File: src/rtl/esq_pkg.sv
package esq_pkg;
   localparam int DEF_LEN_W  = 7;
   localparam int DEF_SUB_W  = 2;
   localparam int DEF_HINT_W = 7;

   typedef enum logic {
      ORD_SUB_INNER  = 1'b0,
      ORD_ELEM_INNER = 1'b1
   } nest_order_e;
endpackage

File: src/rtl/esq_nest.sv
module esq_nest
   import esq_pkg::*;
#(
   parameter int LEN_W       = DEF_LEN_W,
   parameter int SUB_W       = DEF_SUB_W,
   parameter int HINT_W      = DEF_HINT_W,
   parameter bit TRACK_GROUP = 1'b0
) (
   input  logic              clk,
   input  logic              rst_n,
   input  logic              clear,
   input  logic              adv,
   input  logic              live,
   input  logic [LEN_W-1:0]  len,
   input  logic [SUB_W-1:0]  sub_code,
   input  logic              inv,
   input  logic [HINT_W-1:0] hint,
   output logic [LEN_W-1:0]  elem,
   output logic [SUB_W-1:0]  sub,
   output logic              at_final,
   output logic              grp_end
);
   logic [LEN_W-1:0] elem_q, elem_d, len_m1;
   logic [SUB_W-1:0] sub_q, sub_d;
   logic             elem_last, sub_last, elem_step, elem_wrap;
   nest_order_e      order;

   assign len_m1    = len - 1'b1;
   assign elem_last = (elem_q == len_m1);
   assign sub_last  = (sub_q == sub_code);
   assign order     = inv ? ORD_ELEM_INNER : ORD_SUB_INNER;
   assign at_final  = elem_last && sub_last;

   always_comb begin
      elem_d    = elem_q;
      sub_d     = sub_q;
      elem_step = 1'b0;
      elem_wrap = 1'b0;
      case (order)
         ORD_SUB_INNER: begin
            if (sub_last) begin
               sub_d     = '0;
               elem_d    = elem_q + 1'b1;
               elem_step = 1'b1;
            end else begin
               sub_d = sub_q + 1'b1;
            end
         end
         default: begin
            if (elem_last) begin
               elem_d    = '0;
               sub_d     = sub_q + 1'b1;
               elem_wrap = 1'b1;
            end else begin
               elem_d    = elem_q + 1'b1;
               elem_step = 1'b1;
            end
         end
      endcase
   end

   always_ff @(posedge clk or negedge rst_n) begin
      if (!rst_n) begin
         elem_q <= '0;
         sub_q  <= '0;
      end else if (clear) begin
         elem_q <= '0;
         sub_q  <= '0;
      end else if (adv) begin
         elem_q <= elem_d;
         sub_q  <= sub_d;
      end
   end

   assign elem = elem_q;
   assign sub  = sub_q;

   generate
      if (TRACK_GROUP) begin : g_group
         logic [HINT_W-1:0] grp_q;
         logic              grp_at_end, boundary;

         assign grp_at_end = (hint != '0) && (grp_q == hint - 1'b1);
         assign boundary   = grp_at_end || elem_last;

         always_ff @(posedge clk or negedge rst_n) begin
            if (!rst_n) begin
               grp_q <= '0;
            end else if (clear) begin
               grp_q <= '0;
            end else if (adv) begin
               if (elem_wrap)
                  grp_q <= '0;
               else if (elem_step)
                  grp_q <= grp_at_end ? '0 : grp_q + 1'b1;
            end
         end

         assign grp_end = live &&
            ((hint == '0) ? at_final : (boundary && (inv || sub_last)));

         // group position stays inside the hint window
         a_r9_grp_in_window: assert property (@(posedge clk) disable iff (!rst_n)
            (live && hint != '0) |-> (grp_q < hint));
      end else begin : g_no_group
         assign grp_end = 1'b0;
      end
   endgenerate

   // indices stay inside the loop bounds while issuing
   a_r1_in_bounds: assert property (@(posedge clk) disable iff (!rst_n)
      live |-> (sub_q <= sub_code && elem_q < len));

   // no movement without an advance or a clear
   a_r6_hold: assert property (@(posedge clk) disable iff (!rst_n)
      (!adv && !clear) |=> ($stable(elem_q) && $stable(sub_q)));
endmodule

File: src/rtl/esq_ctl.sv
module esq_ctl (
   input  logic clk,
   input  logic rst_n,
   input  logic start,
   input  logic vfirst,
   input  logic step_req,
   input  logic len_zero,
   input  logic at_final,
   output logic valid,
   output logic done,
   output logic clear,
   output logic adv_cnt
);
   logic busy_q, adv;

   assign adv     = busy_q && (!vfirst || step_req);
   assign done    = busy_q && (len_zero || at_final);
   assign valid   = busy_q && !len_zero;
   assign clear   = start || (adv && done);
   assign adv_cnt = adv && !done && !start;

   always_ff @(posedge clk or negedge rst_n) begin
      if (!rst_n)
         busy_q <= 1'b0;
      else if (start)
         busy_q <= 1'b1;
      else if (adv && done)
         busy_q <= 1'b0;
   end

   // an advance taken on the final item closes the loop
   a_r7_close: assert property (@(posedge clk) disable iff (!rst_n)
      (adv && done && !start) |=> !busy_q);

   // a zero-length loop never reports an item
   a_r8_no_items: assert property (@(posedge clk) disable iff (!rst_n)
      len_zero |-> !valid);
endmodule

File: src/rtl/elem_step_seq.sv
module elem_step_seq
   import esq_pkg::*;
#(
   parameter int LEN_W  = DEF_LEN_W,
   parameter int SUB_W  = DEF_SUB_W,
   parameter int HINT_W = DEF_HINT_W
) (
   input  logic              clk,
   input  logic              rst_n,
   input  logic              start,
   input  logic [LEN_W-1:0]  len_i,
   input  logic [SUB_W-1:0]  subvl_i,
   input  logic              pack_i,
   input  logic              unpack_i,
   input  logic              vfirst_i,
   input  logic [HINT_W-1:0] hint_i,
   input  logic              step_req_i,
   output logic [LEN_W-1:0]  src_elem_o,
   output logic [SUB_W-1:0]  src_sub_o,
   output logic [LEN_W-1:0]  dst_elem_o,
   output logic [SUB_W-1:0]  dst_sub_o,
   output logic              valid_o,
   output logic              group_end_o,
   output logic              done_o
);
   generate
      if (LEN_W < 1 || LEN_W > 16) begin : g_bad_len
         $error("elem_step_seq: LEN_W must lie in 1..16");
      end
      if (SUB_W < 1 || SUB_W > 4) begin : g_bad_sub
         $error("elem_step_seq: SUB_W must lie in 1..4");
      end
      if (HINT_W < 1 || HINT_W > 16) begin : g_bad_hint
         $error("elem_step_seq: HINT_W must lie in 1..16");
      end
   endgenerate

   logic clear, adv_cnt, valid, done, len_zero;
   logic src_final, dst_final, src_gend, dst_gend_unused;

   assign len_zero = (len_i == '0);

   esq_ctl u_ctl (
      .clk      (clk),
      .rst_n    (rst_n),
      .start    (start),
      .vfirst   (vfirst_i),
      .step_req (step_req_i),
      .len_zero (len_zero),
      .at_final (src_final),
      .valid    (valid),
      .done     (done),
      .clear    (clear),
      .adv_cnt  (adv_cnt)
   );

   esq_nest #(.LEN_W(LEN_W), .SUB_W(SUB_W), .HINT_W(HINT_W), .TRACK_GROUP(1'b1)) u_src (
      .clk      (clk),
      .rst_n    (rst_n),
      .clear    (clear),
      .adv      (adv_cnt),
      .live     (valid),
      .len      (len_i),
      .sub_code (subvl_i),
      .inv      (pack_i),
      .hint     (hint_i),
      .elem     (src_elem_o),
      .sub      (src_sub_o),
      .at_final (src_final),
      .grp_end  (src_gend)
   );

   esq_nest #(.LEN_W(LEN_W), .SUB_W(SUB_W), .HINT_W(HINT_W), .TRACK_GROUP(1'b0)) u_dst (
      .clk      (clk),
      .rst_n    (rst_n),
      .clear    (clear),
      .adv      (adv_cnt),
      .live     (valid),
      .len      (len_i),
      .sub_code (subvl_i),
      .inv      (unpack_i),
      .hint     (hint_i),
      .elem     (dst_elem_o),
      .sub      (dst_sub_o),
      .at_final (dst_final),
      .grp_end  (dst_gend_unused)
   );

   assign valid_o     = valid;
   assign done_o      = done;
   assign group_end_o = src_gend;

   // both walks reach their last item together
   a_r7_lockstep: assert property (@(posedge clk) disable iff (!rst_n)
      valid |-> (src_final == dst_final));

   // horizontal mode moves on every edge until the final item
   a_r5_moves: assert property (@(posedge clk) disable iff (!rst_n)
      (valid && !vfirst_i && !done && !start) |=>
         !($stable(src_elem_o) && $stable(src_sub_o)));

   // group marker is always present on the final item
   a_r9_final_closes: assert property (@(posedge clk) disable iff (!rst_n)
      (valid && done) |-> group_end_o);
endmodule

File: config.mk
export PLATFORM = sky130hd
export DESIGN_NAME = elem_step_seq
export DESIGN_NICKNAME = d
export VERILOG_FILES = /design/src/rtl/esq_pkg.sv /design/src/rtl/esq_nest.sv /design/src/rtl/esq_ctl.sv /design/src/rtl/elem_step_seq.sv
export SDC_FILE = /design/constraint.sdc
export NUM_CORES = 1
export LEC_CHECK = 0
export BUFFER_PORTS_ARGS = -buffer_cell sky130_fd_sc_hd__buf_2
export CAP_MARGIN = 20
export CORE_ASPECT_RATIO = 1.75
export CORE_MARGIN = 4
export CORE_UTILIZATION = 35
export DETAILED_ROUTE_END_ITERATION = 6
export PLACE_DENSITY_LB_ADDON = 0.3
export SKIP_LAST_GASP = 1
export SYNTH_ARGS = -nofsm -noshare
export SYNTH_HDL_FRONTEND = slang
export SYNTH_HIERARCHICAL = 1
export SYNTH_SLANG_ARGS = --single-unit
File: constraint.sdc
create_clock -name clk -period 5 [get_ports clk]
set_input_delay 0.25 -clock clk [delete_from_list [all_inputs] [get_ports clk]]
set_output_delay 0.25 -clock clk [all_outputs]
set_load 0.05 [all_outputs]
# Word level (Yosys, flattened, before mapping)
# Index checks and enable logic that the tools add are counted.
# W data, S select, Z words.
# totals
input_bits,23
word_cells,87
register_bits,26
# classes
muxes,35
n_eq_ne,7
add_sub_neg,7
reduce_logical,32
# ops
operator,count
$mux W7,15
$add A7 B1 Y7 const B,3
$eq A7 B7 Y1,3
$mux W2,10
$logic_not A7 Y1,2
$sub A7 B1 Y7 const B,2
$logic_and A1 B1 Y1,10
$mux W1,10
$reduce_and A2 Y1,5
$reduce_bool A3 Y1,3
$reduce_bool A7 Y1,1
$ne A3 B2 Y1 const B,2
$logic_or A1 B1 Y1,5
$add A2 B1 Y2 const B,2
$eq A2 B2 Y1,2
$logic_not A1 Y1,4
$reduce_bool A2 Y1,2

# Depth between registers and ports, before layout
# Gate-level depths: netlist of run 1.
# depth
ltp_word,10
mapped_depth,14
ltp_nobuf,13

# Hierarchy
# The synthesis of run 1 kept the hierarchy.
# modules_own_cells
module,seq_area_each_um2,n_inst,area_each_um2,cells_each
esq_nest (u_src),400.4,1,1358.8,151
esq_nest (u_dst),225.2,1,872.1,108
esq_ctl,25.0,1,93.8,10
elem_step_seq,0.0,1,20.0,2

# Worst setup path after synthesis of run 1
# Ideal clock, no wire load.
# synth_timing
kind,register to output
from,"reg u_src.elem_q[5], in the netlist u_src/elem[5]"
to,out group_end_o
setup_slack_ps,1732
t_arrival_ps,3018
n_path_buf,0
stages_incl_launch_ff,6
cell_sequence,dfrtp_1 -> xnor2_1 -> or4_4 -> a2111oi_4 -> a21oi_1 -> nor3b_1
# synth_via
elab_chain_len,5
elab_cells_between_ends,6
classes_between,eq/ne: 1; mux: 1; reduce/logical: 4
# synth_rtl
item,line,text
start: declaration,esq_nest.sv:23,"logic [LEN_W-1:0] elem_q, elem_d, len_m1;"
start signal: assignment,esq_nest.sv:70,elem_q <= elem_d;
$eq A7 B7 Y1 *,esq_nest.sv:29,assign elem_last = (elem_q == len_m1);
$logic_or A1 B1 Y1,esq_nest.sv:84,assign boundary = grp_at_end || elem_last;
$logic_and A1 B1 Y1,esq_nest.sv:100,((hint == '0) ? at_final : (boundary && (inv || sub_last)));
$mux W1 *,esq_nest.sv:100,
$logic_and A1 B1 Y1 *,esq_nest.sv:99,assign grp_end = live &&
end: declaration,elem_step_seq.sv:23,"output logic group_end_o,"
# Mark *: on every way between the ends. The rest lies on a longest branch, timed or not.

# Final worst setup path of run 1
# layout_timing
from,in len_i[2]
to,reg u_src.g_group.grp_q[3]
# layout_via
elab_cells_between_ends,21
classes_between,add/sub: 1; eq/ne: 1; mux: 7; reduce/logical: 12
# layout_lines
item,line,text
start: declaration,elem_step_seq.sv:11,"input logic [LEN_W-1:0] len_i,"
$sub A7 B1 Y7 *,esq_nest.sv:28,assign len_m1 = len - 1'b1;
$eq A7 B7 Y1 *,esq_nest.sv:29,
$logic_and A1 B1 Y1 *,esq_nest.sv:32,assign at_final = elem_last && sub_last;
net src_final,elem_step_seq.sv:39,"logic src_final, dst_final, src_gend, dst_gend_unused;"
$logic_or A1 B1 Y1 *,esq_ctl.sv:17,assign done = busy_q && (len_zero || at_final);
$logic_and A1 B1 Y1 *,esq_ctl.sv:17,
$logic_and A1 B1 Y1 *,esq_ctl.sv:19,assign clear = start || (adv && done);
$logic_or A1 B1 Y1 *,esq_ctl.sv:19,
net clear,elem_step_seq.sv:38,"logic clear, adv_cnt, valid, done, len_zero;"
$reduce_bool A3 Y1 (no line) or $reduce_bool A2 Y1 (tied branches),--,
$reduce_and A2 Y1 (no line),--,
end signal: assignment,esq_nest.sv:95,grp_q <= grp_at_end ? '0 : grp_q + 1'b1;
end: declaration,esq_nest.sv:80,logic [HINT_W-1:0] grp_q;
# Mark *: on every way through the listed nets, which the timed path passes. The rest lies on a longest branch. The select of a mux whose other input is x is not followed.
# A chain may end at the register's enable or synchronous reset.

==> results of run 1 <==
[worst max-delay path: stages]
cell and delay, ns:
buf_2 0.17, or3_4 0.42, or4_4 0.50, a2111oi_4 0.49
and3_1 0.25, o21ai_0 0.14, o21bai_1 0.35, inv_1 0.08
o211ai_1 0.11, a31o_4 0.25, nor2_2 0.10, a221o_1 0.32
[state kept, by name (all words and copies together), names as in the netlist]
signal and cells:
u_dst/sub 2, u_src/elem 7, u_dst/elem 7, u_ctl/busy_q 1, u_src/g_group.grp_q 7, u_src/sub 2
[metal layers]
| layer | up-vias | track usage [%] |
|---|---|---|
| li1 | 1062 | - |
| met1 | 1019 | 15.7 |
| met2 | 44 | 31.1 |
| met3 | 10 | 2.34 |
| met4 | 0 | 5.24 |
| met5 | - | 0 |
[through the flow]
stage          area [sq um]  power, mW  util, %  instances
2_1_floorplan          2330      0.314        -        268
3_3_place_gp           2610      0.356     40.2        386
3_5_place_dp           2610      0.358     40.2        386
4_1_cts                2720      0.600     41.8        390
5_1_grt                2720      0.626     41.8        390
6_report               2720      0.591     41.8        390
[report_power, final]
group | internal [mW] | switching [mW]
sequential | 0.215 | 0.00910
combinational | 0.0459 | 0.0832
clock | 0.160 | 0.0783
[how the worst max path moves through the flow]
| stage | from | endpoint | cells past startpoint |
|---|---|---|---|
| after global placement | len_i[2] | u_src/g_group.grp_q[2]$_DFFE_PN0P_ | 12 |
| after detailed placement | len_i[2] | u_src/g_group.grp_q[3]$_DFFE_PN0P_ | 12 |
| after CTS | len_i[2] | u_src/g_group.grp_q[3]$_DFFE_PN0P_ | 12 |
| final | len_i[2] | u_src/g_group.grp_q[3]$_DFFE_PN0P_ | 12 |
| after floorplan | u_src/elem[5]$_DFFE_PN0P_ | group_end_o | 5 |
| after global routing | len_i[2] | u_src/g_group.grp_q[3]$_DFFE_PN0P_ | 12 |
[final cells by class]
class	instances	area, sq um
flip-flops and latches	26	651
clock inverters	1	30.0
fillers	665	3770
clock buffers	3	75.1
repair buffers	44	223
multi-input cells	217	1570
well taps	82	103
inverters	17	63.8
==> flow_metrics.tcl, run 1 <==
set metrics [dict create \
    dp_hpwl_mm 4.73 \
    p_leak_nw 1.28 \
    arrival_ns 3.43 \
    layout_commonest_cell "buf_2" \
    synthesis.nets 298 \
    cp-end-kind "flip-flop" \
    reg2reg_to "u_src/g_group.grp_q[3]$_DFFE_PN0P_" \
    r2r_setup_slack_ns 1.74 \
    start_util_pct 35.9 \
    antenna_found_initial 0 \
    rsz0062_at_grt "no" \
    layout_common_cells "buf_2 (43), dfrtp_1 (26), xor2_1 (20)" \
    finalSetupViolations 0 \
    cts.sinks 26 \
    htreeDepth 1 \
    max-slew-margin-rel_pct 45.1 \
    crit_type "in -> reg" \
    finClkSkew_ns 0.00322 \
    p_per_area_mw_per_mm2 218 \
    wl_met3_um 232 \
    period_share_pct 65.7 \
    layout_min_cycle_time_ns 3.28 \
    cap_violations 0 \
    rows 39 \
    grt_max_degree 27 \
    first_global_vias 2090 \
    hold_ws_ns 0.0000832 \
    syn_to_final_growth_pct 16.5 \
    worstMarginPinSlew_ns 0.818 \
    cts_root_buf "clkbuf_16" \
    dieArea_sq_mm 0.00808 \
    top_layer_used "met4" \
    totalWireLength_mm 6.06 \
    finalMaxSlewViolations 0 \
    finalHoldViolations 0 \
    ctsResizeCount 0 \
    status "finished clean" \
    place_congestion 0.814 \
    synth_area_per_cell_sq_um 8.69 \
    cts_buffers 3 \
    drt.antenna.violating_nets 0 \
    ys.warnings.count 6 \
    grt-ovfl-total 0 \
    fmax_mhz 305 \
    wl_met1_mm 2.32 \
    dr_wl_met2_mm 3.38 \
    cts_buffer_depth 2 \
    firstDrtPassIters 4 \
    pre_cts_ws_ns 1.43 \
    diodes 0 \
    cts-hold-fix-buffers 0 \
    io_buffer_count 43 \
    nets 339 \
    routedWlPerCell_um 15.5 \
    cts_tree "done" \
    drc 0 \
    finalSetupTns_ns 0 \
    track_usage_pct 15.3 \
    r2r_start "u_src/elem[5]$_DFFE_PN0P_" \
    postCtsSetupBuffers 0 \
    worstRegToRegCells 11 \
    drt_iter0_markers 95 \
    io_pins 44 \
    grt_pass1_wl_mm 10.0 \
    crit_required_ns 5.15 \
    path_max_fanout 16 \
    die_h_um 116 \
    routed_via_density 5.47 \
    synth.cell_area_sq_mm 0.00233 \
    final.setup.worst_slack_ns 1.72 \
    vias 2135 \
    die_w_um 69.7 \
    ir_drop_mv 0.106 \
    start_kind "input port" \
    drive_above_1_share_pct 22.4 \
    clkLatencyLatePin_ns 0.27 \
    syn-instance-count 268 \
    clk_pin_slew_worst_paths_ns 0.07 \
    hp-class "in -> async" \
    core_sq_mm 0.00649 \
]
Power figures use the tool's default switching activity.
==> inputs of run 2 (changes only) <==
- clock period: 5 -> 3.1 ns (I/O delays scaled with it)
==> run 2 against run 1 <==
  * First-iteration DRC count grew 29%
  * Final cell count rose by 3.1%
  * Design area up 3.6%
  * Power grew 64%
  * Critical path depth down 1
  * Die area unchanged
  * Register-to-register slack worse by 1.5 ns
  * Sequential power up 61%
  * Routed wire length down 1.9%
  * Critical path type is now reg -> reg
  * Largest power group unchanged
  * Highest routed layer unchanged
==> flow_metrics.tcl, run 2 (synthesized netlist as in run 1, its figures left out) <==
set metrics [dict create \
    final.setup.worst_slack_ns 0.238 \
    layout_common_cells "buf_2 (43), dfrtp_1 (25), xor2_1 (20)" \
    htreeDepth 1 \
    cts_tree "done" \
    rows 39 \
    hp-class "in -> reg" \
    dieArea_sq_mm 0.00808 \
    die_h_um 116 \
    routed_via_density 5.37 \
    fillers 677 \
    drt.antenna.violating_nets 0 \
    start_kind "flip-flop" \
    grt_pass1_wl_mm 9.92 \
    area.sequential_sq_um 652 \
    layout_commonest_cell "buf_2" \
    clk_pin_slew_worst_paths_ns 0.07 \
    finalSetupViolations 0 \
    drc 0 \
    fmax_mhz 349 \
    top_layer_used "met4" \
    path_max_fanout 12 \
    postCtsSetupBuffers 0 \
    status "finished clean" \
    cap_violations 0 \
    dp_hpwl_mm 4.63 \
    drt_iter0_markers 123 \
    firstDrtPassIters 4 \
    finalSetupTns_ns 0 \
    wl_met1_mm 2.30 \
    multi_input_area_sq_mm 0.00157 \
    grt_max_degree 27 \
    crit_type "reg -> reg" \
    cp-end-kind "flip-flop" \
    period_share_pct 92.3 \
    drive_above_1_share_pct 25.6 \
    io_buffer_count 43 \
    syn_to_final_growth_pct 20.7 \
    finClkSkew_ns 0.00211 \
    crit_required_ns 3.25 \
    worstMarginPinSlew_ns 0.624 \
    totalWireLength_mm 5.94 \
    cts_buffer_depth 2 \
    routedWlPerCell_um 14.8 \
    hold_ws_ns 0.137 \
    rsz0062_at_grt "no" \
    io_pins 44 \
    core_sq_mm 0.00649 \
    cts.sinks 26 \
    die_w_um 69.7 \
    max-slew-margin-rel_pct 58.4 \
    arrival_ns 3.01 \
    finalHoldViolations 0 \
    clkLatencyLatePin_ns 0.26 \
    grt-ovfl-total 0 \
    dr_wl_met2_mm 3.37 \
    ir_drop_mv 0.180 \
    vias 2157 \
    first_global_vias 2127 \
    p_per_area_mw_per_mm2 344 \
    antenna_found_initial 0 \
    layout_min_cycle_time_ns 2.86 \
    place_congestion 0.786 \
    wl_met3_um 214 \
    diodes 0 \
    cts_root_buf "clkbuf_16" \
    pre_cts_ws_ns 0.0661 \
    cts_buffers 3 \
    track_usage_pct 15.1 \
    finalMaxSlewViolations 0 \
    start_util_pct 35.9 \
    nets 351 \
    p_leak_nw 1.34 \
]
==> run 2: changes by cell type in the layout (fill, tap and decap cells not counted) <==
cell	before	now
dfrtp_1	26	25
a21boi_1	0	1
o21bai_1	1	0
dfrtp_2	0	1
dlygate4sd3_1	0	1
o21bai_2	0	1
a21boi_0	3	2
buf_4	1	12
==> run 2: cell type report <==
cell class | instances | share of cell area (%)
clock inverter | 1 | 1.07
tap | 82 | 3.65
inverter | 17 | 2.27
multi-input combinational | 217 | 56.0
clock buffer | 3 | 2.67
timing repair buffer | 56 | 11.2
sequential | 26 | 23.2
==> run 2: path summary, 6_finish.rpt <==
check / from / end / slack, ns / cells after the start
min in group asynchronous: rst_n / u_src/elem[0]$_DFFE_PN0P_ / 0.44 / 2
max in group asynchronous: rst_n / u_src/elem[5]$_DFFE_PN0P_ / 2.22 / 2
min reg2reg: u_src/elem[5]$_DFFE_PN0P_ / u_src/elem[5]$_DFFE_PN0P_ / 0.58 / 2
min: start / u_ctl/busy_q$_DFFE_PN0P_ / 0.14 / 2
max: u_src/elem[5]$_DFFE_PN0P_ / u_src/g_group.grp_q[3]$_DFFE_PN0P_ / 0.24 / 11
max reg2reg: u_src/elem[5]$_DFFE_PN0P_ / u_src/g_group.grp_q[3]$_DFFE_PN0P_ / 0.24 / 11
==> run 2: per-stage QoR <==
stage                     cell area, sq um  util, %  power [mW]  std cells
after floorplan                       2330        -       0.507        268
after global placement                2700     41.6       0.585        397
after detailed placement              2700     41.6       0.589        397
after CTS                             2810     43.3       0.984        402
after global routing                  2810     43.3        1.02        402
final                                 2810     43.3       0.967        402
==> run 2: repair_timing <==
item / CTS / global route
endpoints found under the hold margin: 26 / 0
hold buffers: 1 / 0
gates resized for setup: 0 / 1
setup endpoints to repair: 0 / 2
==> run 2: power by group <==
part / internal [mW] / leakage [nW] / switching (mW)
Sequential: 0.347 / 0.353 / 0.0143
Combinational: 0.0855 / 0.931 / 0.134
Clock: 0.257 / 0.0511 / 0.129
==> run 2: layer usage <==
layer | GRT usage, % | vias to the layer above
met3 | 2.17 | 4
li1 | - | 1090
met1 | 15.7 | 1028
met2 | 30.4 | 35
met4 | 4.99 | 0
met5 | 0 | -
==> run 2: worst max-delay path: stages (launching register included) <==
cell,delay (ns)
dfrtp_2,0.45
xnor2_1,0.15
or4_4,0.43
a2111oi_4,0.40
and3_1,0.21
o21ai_0,0.14
o21bai_2,0.21
inv_1,0.06
o211ai_1,0.10
a31o_4,0.22
nor2_2,0.09
a221o_1,0.29
==> inputs of run 3 (changes only) <==
- CTS_CLUSTER_DIAMETER: default -> 120
- clock period: 3.1 -> 3.25 ns (I/O delays scaled with it)
==> run 3 against run 2 <==
  * Combinational power is 7% lower
  * Clock power is 26% lower
  * Highest routed layer unchanged
  * Power is 14% lower
  * Sequential power is 4% lower
  * Largest power group is now sequential cells
  * Global-route usage is 0.45 points higher
  * Routed wire length is 4.7% higher
  * Die area stayed put
  * Final cell count is 1.0% lower
  * Non-clock buffer count is 4 lower
  * Register-to-register slack better by 0.02 ns
==> flow_metrics.tcl, run 3 (synthesized netlist as in run 1, its figures left out) <==
set metrics [dict create \
    status "finished clean" \
    cts_buffer_depth 2 \
    max-slew-margin-rel_pct 48.6 \
    p_sw_share_pct 31.2 \
    worstSetupStartpoint "u_src/elem[5]$_DFFE_PN0P_" \
    layout_min_cycle_time_ns 2.99 \
    worstRegToRegCells 10 \
    finalSetupViolations 0 \
    dieArea_sq_mm 0.00808 \
    layout_commonest_cell "buf_2" \
    routed_via_density 5.55 \
    grt_pass1_wl_mm 10.3 \
    p_seq_share_pct 41.3 \
    grt_max_degree 27 \
    die_h_um 116 \
    firstDrtPassIters 4 \
    totalWireLength_mm 6.22 \
    crit_required_ns 3.39 \
    fmax_mhz 334 \
    dp_cells 393 \
    io_pins 44 \
    ctsResizeCount 0 \
    place_congestion 0.744 \
    die_w_um 69.7 \
    worstMarginPinSlew_ns 0.766 \
    clk_pin_slew_worst_paths_ns 0.07 \
    cpMaxStageDelayCell "dfrtp_2" \
    htreeDepth 1 \
    drive_above_1_share_pct 24.1 \
    cp-end-kind "flip-flop" \
    clkPwrFrac_pct 34.3 \
    io_buffer_count 43 \
    nets 347 \
    postCtsSetupBuffers 0 \
    crit_family "simple AND/OR/NAND/NOR gates" \
    syn_to_final_growth_pct 18.2 \
    first_global_vias 2202 \
    cp_slowest_stage_delay_ns 0.45 \
    ir_drop_mv 0.166 \
    area.sequential_sq_um 652 \
    drt_iter0_markers 159 \
    fin_util_pct 42.4 \
    path_cells "xnor2_1, or4_4, a2111oi_4, and3_1, nor2_1, nor4bb_2, buf_4, o21ai_1, mux2i_1, nor4_1" \
    reg2reg_to "u_dst/elem[5]$_DFFE_PN0P_" \
    finalSetupTns_ns 0 \
    drt.antenna.violating_nets 0 \
    vias 2210 \
    core_sq_mm 0.00649 \
    power.switching_mw 0.260 \
    fillers 673 \
    path_max_fanout 9 \
    crit_end "u_dst/elem[5]$_DFFE_PN0P_" \
    diodes 0 \
    cts_tree "done" \
    cts_root_buf "clkbuf_16" \
    clkLatencyLatePin_ns 0.26 \
    path_buf_inv 1 \
    hp-class "in -> reg" \
    r2r_setup_slack_ns 0.26 \
    antenna_found_initial 0 \
    path_depth 10 \
    finalHoldViolations 0 \
    cap_violations 0 \
    p_leak_nw 1.30 \
    cts_buffers 3 \
    rows 39 \
    drc 0 \
    start_util_pct 35.9 \
    multi_input_area_sq_mm 0.00157 \
    crit_type "reg -> reg" \
    track_usage_pct 15.5 \
    p_per_area_mw_per_mm2 304 \
    grt-ovfl-total 0 \
    cts.sinks 26 \
    finalMaxSlewViolations 0 \
    cts-hold-fix-buffers 1 \
    intPower_mw 0.575 \
    rsz0062_at_grt "no" \
    r2r_start "u_src/elem[5]$_DFFE_PN0P_" \
    routedWlPerCell_um 15.6 \
    arrival_ns 3.14 \
    fin_cells 398 \
    period_share_pct 92.1 \
    p_comb_share_pct 24.5 \
    start_kind "flip-flop" \
    finClkSkew_ns 0.00584 \
    layout_common_cells "buf_2 (43), dfrtp_1 (25), xor2_1 (20)" \
    dp_hpwl_mm 4.83 \
]
-- run 3: layout make-up --
class | count | area share (%)
Clock buffer | 4 | 2.86
Inverter | 17 | 2.32
Multi-Input combinational cell | 217 | 57.0
Sequential cell | 26 | 23.7
Tap cell | 82 | 3.73
Timing Repair Buffer | 52 | 10.4
-- run 3: worst min-delay path by stage --
stage / start / endpoint / slack, ns / cells past startpoint
3_3_place_gp: rst_n / u_dst/elem[5]$_DFFE_PN0P_ / 0.21 / 1
6_report: start / u_ctl/busy_q$_DFFE_PN0P_ / 0.16 / 2
2_1_floorplan: rst_n / u_ctl/busy_q$_DFFE_PN0P_ / -0.13 / 0
3_5_place_dp: rst_n / u_dst/elem[5]$_DFFE_PN0P_ / 0.22 / 1
4_1_cts: start / u_ctl/busy_q$_DFFE_PN0P_ / 0.15 / 2
5_1_grt: start / u_ctl/busy_q$_DFFE_PN0P_ / 0.18 / 2
-- run 3: per-stage QoR --
step | hold WS, ns | area (sq um) | power (mW) | setup WS (ns)
2_1_floorplan | -0.133 | 2330 | 0.483 | 0.123
3_3_place_gp | 0.209 | 2660 | 0.552 | 0.151
3_5_place_dp | 0.223 | 2660 | 0.556 | 0.143
4_1_cts | 0.155 | 2750 | 0.842 | 0.278
5_1_grt | 0.182 | 2750 | 0.878 | 0.0642
6_report | 0.160 | 2750 | 0.836 | 0.256
-- run 3: per-layer routing --
layer,part of all wire [%],vias up,track usage (%)
li1,-,1080,-
met4,2.4,0,6.52
met5,0,-,0
met2,55,57,30.4
met1,39,1061,16.4
met3,3.9,12,2.26
-- run 3: power groups by stage --
stage / clock (mW) / sequential (mW) / combinational, mW
global placement: 0 / 0.352 / 0.201
detailed placement: 0 / 0.352 / 0.204
floorplan: 0 / 0.370 / 0.113
global route: 0.304 / 0.347 / 0.227
CTS: 0.291 / 0.346 / 0.206
finish: 0.286 / 0.345 / 0.204
